`config.mk`:
```
export PLATFORM = sky130hd
export DESIGN_NAME = kbd_disp_regbank
export DESIGN_NICKNAME = d
export VERILOG_FILES = /design/src/rtl/kdio_pkg.sv /design/src/rtl/kdio_addr_decode.sv /design/src/rtl/kdio_kbd_port.sv /design/src/rtl/kdio_disp_port.sv /design/src/rtl/kbd_disp_regbank.sv
export SDC_FILE = /design/constraint.sdc
export NUM_CORES = 1
export LEC_CHECK = 0
export BUFFER_PORTS_ARGS = -buffer_cell sky130_fd_sc_hd__buf_2
export CORE_ASPECT_RATIO = 0.8
export CORE_UTILIZATION = 35
export CTS_CLUSTER_DIAMETER = 50
export DETAILED_ROUTE_END_ITERATION = 8
export GPL_TIMING_DRIVEN = 0
export PLACE_DENSITY = 0.69
export SLEW_MARGIN = 25
export SYNTH_ARGS = -nofsm -noshare
export SYNTH_HDL_FRONTEND = slang
export SYNTH_HIERARCHICAL = 1
export SYNTH_SLANG_ARGS = --single-unit
export TNS_END_PERCENT = 100
```
`constraint.sdc`:
```
create_clock -name clk -period 1.8 [get_ports clk]
set_input_delay 0.09 -clock clk [delete_from_list [all_inputs] [get_ports clk]]
set_output_delay 0.09 -clock clk [all_outputs]
set_load 0.01 [all_outputs]
```
`src/rtl/kdio_pkg.sv`:
```
package kdio_pkg;
  typedef enum logic [2:0] {
    SEL_NONE  = 3'd0,
    SEL_KSTAT = 3'd1,
    SEL_KCHAR = 3'd2,
    SEL_DSTAT = 3'd3,
    SEL_DCHAR = 3'd4,
    SEL_UNMAP = 3'd5
  } kdio_sel_e;
endpackage

```
`src/rtl/kdio_addr_decode.sv`:
```
module kdio_addr_decode
  import kdio_pkg::*;
#(
  parameter int ADDR_W   = 16,
  parameter logic [ADDR_W-1:0] IO_BASE = 16'hFE00,
  parameter int KSTAT_OFF = 0,
  parameter int KCHAR_OFF = 2,
  parameter int DSTAT_OFF = 4,
  parameter int DCHAR_OFF = 6
) (
  input  logic              valid,
  input  logic [ADDR_W-1:0] addr,
  output logic              mem_en,
  output kdio_sel_e         sel
);
  localparam logic [ADDR_W-1:0] KSTAT_A = IO_BASE + ADDR_W'(KSTAT_OFF);
  localparam logic [ADDR_W-1:0] KCHAR_A = IO_BASE + ADDR_W'(KCHAR_OFF);
  localparam logic [ADDR_W-1:0] DSTAT_A = IO_BASE + ADDR_W'(DSTAT_OFF);
  localparam logic [ADDR_W-1:0] DCHAR_A = IO_BASE + ADDR_W'(DCHAR_OFF);

  logic in_io;
  assign in_io  = (addr >= IO_BASE);
  assign mem_en = valid & ~in_io;

  always_comb begin
    sel = SEL_NONE;
    if (valid && in_io) begin
      if      (addr == KSTAT_A) sel = SEL_KSTAT;
      else if (addr == KCHAR_A) sel = SEL_KCHAR;
      else if (addr == DSTAT_A) sel = SEL_DSTAT;
      else if (addr == DCHAR_A) sel = SEL_DCHAR;
      else                      sel = SEL_UNMAP;
    end
  end
endmodule

```
`src/rtl/kdio_kbd_port.sv`:
```
module kdio_kbd_port #(
  parameter int CHAR_W = 8
) (
  input  logic              clk,
  input  logic              rst_n,
  input  logic              take,
  input  logic              ie_wr,
  input  logic              ie_val,
  input  logic              in_valid,
  input  logic [CHAR_W-1:0] in_char,
  output logic              in_ready,
  output logic              flag,
  output logic              ie,
  output logic [CHAR_W-1:0] held
);
  logic accept;
  assign in_ready = ~flag | take;
  assign accept   = in_valid & in_ready;

  always_ff @(posedge clk or negedge rst_n) begin
    if (!rst_n) begin
      flag <= 1'b0;
      held <= '0;
    end else if (accept) begin
      flag <= 1'b1;
      held <= in_char;
    end else if (take) begin
      flag <= 1'b0;
    end
  end

  always_ff @(posedge clk or negedge rst_n) begin
    if (!rst_n)     ie <= 1'b0;
    else if (ie_wr) ie <= ie_val;
  end
endmodule

```
`src/rtl/kdio_disp_port.sv`:
```
module kdio_disp_port #(
  parameter int CHAR_W = 8
) (
  input  logic              clk,
  input  logic              rst_n,
  input  logic              put,
  input  logic [CHAR_W-1:0] put_char,
  input  logic              ie_wr,
  input  logic              ie_val,
  output logic              out_valid,
  input  logic              out_ready,
  output logic [CHAR_W-1:0] out_char,
  output logic              flag,
  output logic              ie
);
  logic load;
  assign out_valid = ~flag;
  assign load      = put & flag;

  always_ff @(posedge clk or negedge rst_n) begin
    if (!rst_n) begin
      flag     <= 1'b1;
      out_char <= '0;
    end else if (load) begin
      flag     <= 1'b0;
      out_char <= put_char;
    end else if (out_valid && out_ready) begin
      flag     <= 1'b1;
    end
  end

  always_ff @(posedge clk or negedge rst_n) begin
    if (!rst_n)     ie <= 1'b0;
    else if (ie_wr) ie <= ie_val;
  end
endmodule

```
`src/rtl/kbd_disp_regbank.sv`:
```
module kbd_disp_regbank
  import kdio_pkg::*;
#(
  parameter int ADDR_W = 16,
  parameter int DATA_W = 16,
  parameter int CHAR_W = 8,
  parameter logic [ADDR_W-1:0] IO_BASE = 16'hFE00
) (
  input  logic              clk,
  input  logic              rst_n,
  input  logic              bus_valid,
  input  logic              bus_we,
  input  logic [ADDR_W-1:0] bus_addr,
  input  logic [DATA_W-1:0] bus_wdata,
  output logic [DATA_W-1:0] bus_rdata,
  output logic              mem_en,
  input  logic              kbd_valid,
  output logic              kbd_ready,
  input  logic [CHAR_W-1:0] kbd_char,
  output logic              disp_valid,
  input  logic              disp_ready,
  output logic [CHAR_W-1:0] disp_char
);
  localparam int RDY_BIT = DATA_W - 1;
  localparam int IE_BIT  = DATA_W - 2;

  kdio_sel_e sel;
  logic rd, wr;
  logic k_flag, k_ie, d_flag, d_ie;
  logic [CHAR_W-1:0] k_held;

  kdio_addr_decode #(.ADDR_W(ADDR_W), .IO_BASE(IO_BASE)) u_dec (
    .valid (bus_valid),
    .addr  (bus_addr),
    .mem_en(mem_en),
    .sel   (sel)
  );

  assign rd = bus_valid & ~bus_we;
  assign wr = bus_valid &  bus_we;

  kdio_kbd_port #(.CHAR_W(CHAR_W)) u_kbd (
    .clk     (clk),
    .rst_n   (rst_n),
    .take    (rd & (sel == SEL_KCHAR)),
    .ie_wr   (wr & (sel == SEL_KSTAT)),
    .ie_val  (bus_wdata[IE_BIT]),
    .in_valid(kbd_valid),
    .in_char (kbd_char),
    .in_ready(kbd_ready),
    .flag    (k_flag),
    .ie      (k_ie),
    .held    (k_held)
  );

  kdio_disp_port #(.CHAR_W(CHAR_W)) u_disp (
    .clk      (clk),
    .rst_n    (rst_n),
    .put      (wr & (sel == SEL_DCHAR)),
    .put_char (bus_wdata[CHAR_W-1:0]),
    .ie_wr    (wr & (sel == SEL_DSTAT)),
    .ie_val   (bus_wdata[IE_BIT]),
    .out_valid(disp_valid),
    .out_ready(disp_ready),
    .out_char (disp_char),
    .flag     (d_flag),
    .ie       (d_ie)
  );

  always_comb begin
    bus_rdata = '0;
    if (rd) begin
      unique case (sel)
        SEL_KSTAT: begin
          bus_rdata[RDY_BIT] = k_flag;
          bus_rdata[IE_BIT]  = k_ie;
        end
        SEL_DSTAT: begin
          bus_rdata[RDY_BIT] = d_flag;
          bus_rdata[IE_BIT]  = d_ie;
        end
        SEL_KCHAR: bus_rdata[CHAR_W-1:0] = k_held;
        SEL_DCHAR: bus_rdata[CHAR_W-1:0] = disp_char;
        default:   bus_rdata = '0;
      endcase
    end
  end
endmodule

```
# == Word-level counts from Yosys, hierarchy flattened ==
# Index checks and enable logic that the tools add are counted.
# op_classes
order_cmp,1
n_eq_ne,8
mux,12
bitwise_logic,14
reduce_logical,4
# ops
operator,count
"16-bit == test, second input constant",4
"16-bit >= comparator, second input constant",1
16-bit two-way mux,1
8-bit one-hot mux with 2 select lines,1
3-bit two-way mux,4
1-bit bitwise AND,9
"3-bit by 2-bit == test with 1-bit output, second input constant",2
1-bit two-way mux,5
1-bit NOT,4
2-bit one-hot mux with 2 select lines,1
2-bit nonzero test,2
"3-bit by 1-bit == test with 1-bit output, second input constant",1
"3-bit == test, second input constant",1
1-bit logical AND,2
1-bit OR,1
# totals
reg_bits,20
output_inout_bits,27

# == Logic depth before layout (Yosys ltp) ==
# logic_depth
word_depth,11
mapped_depth,9
ltp_nobuf,8

# == Modules after synthesis ==
# The synthesis kept the hierarchy.
# modules_own_cells
mod,n_inst,cells_each,area_per_inst_um2
kdio_kbd_port,1,22,421.7
kdio_disp_port,1,23,409.1
kbd_disp_regbank,1,47,321.6
kdio_addr_decode,1,11,95.1

# == Worst setup path after synthesis ==
# Ideal clock, no wire load.
# synth_path
path_kind,in2reg
from,input bus_addr[6]
to,register u_kbd.held[0]
arrival_ns,2.155
t_required_ns,1.675
setup_slack_ns,-0.480
path_stages,8
n_path_buf,1
path_cell_list,or4_4 -> nor4_4 -> nor3b_2 -> clkbuf_1 -> nor3b_2 -> nand2b_4 -> nand2_8 -> mux2_4
# synth_via
word_cells_on_any_way,15
# synth_rtl
item,line,rtl
"start, declared",kbd_disp_regbank.sv:13,"input logic [ADDR_W-1:0] bus_addr,"
branches (longest 4 deep; another with 16-bit >= comparator),n/a,
3-bit two-way mux *,kdio_addr_decode.sv:27,if (valid && in_io) begin
net sel[1],kbd_disp_regbank.sv:27,kdio_sel_e sel;
3-bit by 2-bit == test with 1-bit output *,kbd_disp_regbank.sv:45,".take (rd & (sel == SEL_KCHAR)),"
1-bit bitwise AND *,kbd_disp_regbank.sv:45,
1-bit OR *,kdio_kbd_port.sv:17,assign in_ready = ~flag | take;
net kbd_ready,kbd_disp_regbank.sv:18,"output logic kbd_ready,"
1-bit bitwise AND *,kdio_kbd_port.sv:18,assign accept = in_valid & in_ready;
"end signal, assigned",kdio_kbd_port.sv:26,held <= in_char;
"end, declared",kdio_kbd_port.sv:14,output logic [CHAR_W-1:0] held
# Mark *: on every way through the listed nets, which the timed path passes.
# A chain may end at the register's enable or synchronous reset.

# == Worst setup path in the final report ==
# layout_path
from,input bus_addr[6]
to,register u_kbd.held[1]
# layout_via
word_cells_on_any_way,15
# layout_rtl
item,line
branches (longest 4 deep; another with 16-bit >= comparator),n/a
3-bit two-way mux *,kdio_addr_decode.sv:27
net sel[1],kbd_disp_regbank.sv:27
3-bit by 2-bit == test with 1-bit output *,kbd_disp_regbank.sv:45
1-bit bitwise AND *,kbd_disp_regbank.sv:45
1-bit OR *,kdio_kbd_port.sv:17
1-bit bitwise AND *,kdio_kbd_port.sv:18
# Marked as above.

==> impl_metrics.tcl <==
set metrics [dict create \
    powerDensity_mw_per_mm2 589 \
    synthTopCellsByCount "19 x dfrtp_1, 18 x nand3b_1, 16 x mux2_4" \
    final_util 0.546 \
    drt-pass1-iter-count 4 \
    synth_top_area_frac 0.381 \
    dp_slack_ns -0.707 \
    antenna_found_initial 0 \
    yosysWarnings 6 \
    critPathArrivalTime_ns 2.20 \
    nets 228 \
    synthesis.area_mm2 0.00125 \
    min_path_type "in -> reg" \
    viasPerCell 4.74 \
    antenna_cells 0 \
    io_buffers 59 \
    clock_sinks 20 \
    yosysMostFrequentCell "dfrtp_1" \
    globalRouteTotalUtil 0.169 \
    syn_avg_cell_area_um2 12.1 \
    crit_type "in -> reg" \
    ios 73 \
    synth_cells 103 \
    synth_edf_count 0 \
    clock.fmax_ghz 0.488 \
    setup-tns-final_ns -5.15 \
    rsz0062_at_grt "true" \
    num_vias 1058 \
    place_hpwl_um 2220 \
    async_reset_ff_frac 1.00 \
    overflow 0 \
    remaining_drc_errors 0 \
    failed_checks "negative setup slack" \
    root_buffer "clkbuf_8" \
    endpoint_kind "flop" \
    required_ns 1.95 \
    status "finished, violations left" \
    gp_congestion 0.823 \
    ys_seq_area_frac 0.402 \
    setup_violations 29 \
    final.min_clock_period_ns 2.05 \
    grt_pass1_wl_um 4810 \
    crit_fanout 9 \
    wl_per_cell_um 13.3 \
    drt-initial-drc-count 23 \
    dp_cells 209 \
    antenna_left 0 \
    core_area_mm2 0.00342 \
    grt_pass1_vias 1046 \
    synth_top_cell_by_area "dfrtp_1" \
    area_growth_pct 49.7 \
    cts_buffer_depth 2 \
    die_w_um 68.7 \
    drv_cap 0 \
    slew_violations 0 \
    stdcell_count 223 \
    htree_levels 1 \
    synth-main-ff-cell "dfrtp_1" \
    worstSetupStartpointType "input port" \
    vdd_drop_max_mv 0.462 \
    start_util 0.364 \
    wl_um 2970 \
    rows 19 \
    grt_max_degree 21 \
    p_leak_uw 0.000950 \
    synth_area_leaders "dfrtp_1 38%, mux2_4 19%, nand3b_1 11%" \
    fin_ws_ns -0.251 \
    dieHeight_um 55.4 \
    die-area_mm2 0.00381 \
    worstSkewPairLatency_ns 0.26 \
    numCtsBuffers 3 \
    finClkSkew_ns 0.00575 \
    cts.clk_slew.worst_paths_ns 0.08 \
    whs_ns 0.0499 \
    cts_tree "yes" \
    drive_above_1_share 0.674 \
    final_hold_viol_count 0 \
    synth-seq-cells 20 \
    finalCritPeriodShare 1.14 \
    synth_cell_type_count 31 \
]
==> area by class of cell <==
type / count / area (um2)
fillers: 290 / 1560
multi-input cells: 77 / 766
flip-flops and latches: 20 / 502
repair buffers: 70 / 394
plain buffers: 9 / 78.8
well taps: 42 / 52.6
clock buffers: 3 / 41.3
clock inverters: 1 / 30.0
inverters: 1 / 3.75
==> cell families (layout without fill, tap and decap cells) <==
| family | after synthesis | after routing | synth area share |
|---|---|---|---|
| AO/OA/AOI/OAI | 12 | 12 | 0.0502 |
| multiplexers | 20 | 20 | 0.227 |
| other | 1 | 6 | 0.00301 |
| flip-flops | 20 | 20 | 0.402 |
| XOR/XNOR | 1 | 1 | 0.00702 |
| AND/OR/NAND/NOR | 38 | 38 | 0.253 |
| buffers and inverters | 11 | 84 | 0.0582 |
==> cell usage in the layout, fill, tap and decap left out, types with 2 or more instances in the layout <==
cell type  netlist  final
nand2_1          2      2
nand2b_1         2      2
buf_4            6     15
buf_2            1     58
dfrtp_1         19     19
conb_1           1      6
nand3b_1        18     18
mux2i_1          2      2
clkbuf_8         0      3
buf_6            1      4
mux2_4          16     18
nor3b_2          2      3
a21oi_2          0      9
nor3_1           2      2
==> metrics by stage <==
step           instance area (um2)  power [uW]
2_1_floorplan                 1270         572
3_3_place_gp                  1620         640
3_5_place_dp                  1620         646
4_1_cts                       1840        1110
5_1_grt                       1870        1140
6_report                      1870        1100
==> sequential cells by signal (all words and copies together) (netlist names) <==
signal and flops:
u_disp/flag 1, u_disp/ie 1, u_disp/out_char 8, u_kbd/flag 1, u_kbd/held 8, u_kbd/ie 1
==> path summary, 6_finish.rpt <==
kind / endpoint / startpoint / slack (ns) / cells past startpoint
max in group asynchronous: u_disp/flag$_DFFE_PN1P_ / rst_n / 1.17 / 2
setup / recovery: u_kbd/held[1]$_DFFE_PN0P_ / bus_addr[6] / -0.25 / 10
min in group asynchronous: u_disp/out_char[0]$_DFFE_PN0P_ / rst_n / 0.29 / 2
setup reg to reg: u_disp/out_char[3]$_DFFE_PN0P_ / u_disp/flag$_DFFE_PN1P_ / 0.65 / 2
hold reg to reg: u_disp/ie$_DFFE_PN0P_ / u_disp/ie$_DFFE_PN0P_ / 0.51 / 1
hold / removal: u_disp/out_char[7]$_DFFE_PN0P_ / bus_wdata[7] / 0.05 / 2
==> report_power, final <==
group	internal, uW	total [uW]	switching (uW)
sequential	477	497	19.6
combinational	89.6	148	58.7
clock	297	454	158
total	864	1100	236
==> critical path, cell delays in order <==
cell and delay, ns:
buf_6 0.09, or4_4 0.53, nor4_4 0.19, buf_4 0.17
nor3b_4 0.22, buf_6 0.17, nor3b_2 0.16, nand2b_4 0.18
nand2_8 0.10, mux2_4 0.32
==> layer usage <==
layer | vias up | global-route usage | wire, um
met3 | 6 | 0.0372 | 148
met4 | 0 | 0.0612 | 46
met5 | - | 0 | 0
li1 | 516 | - | -
met1 | 502 | 0.220 | 1330
met2 | 34 | 0.270 | 1450
==> timing repair <==
action,in CTS,in global routing
hold buffers,1,0
endpoints found under the hold margin,19,0
setup endpoints to repair,31,30
buffers inserted,7,3
resized for setup,21,7
pin swaps,4,0
Note: power is estimated with default switching activity, not from simulation.
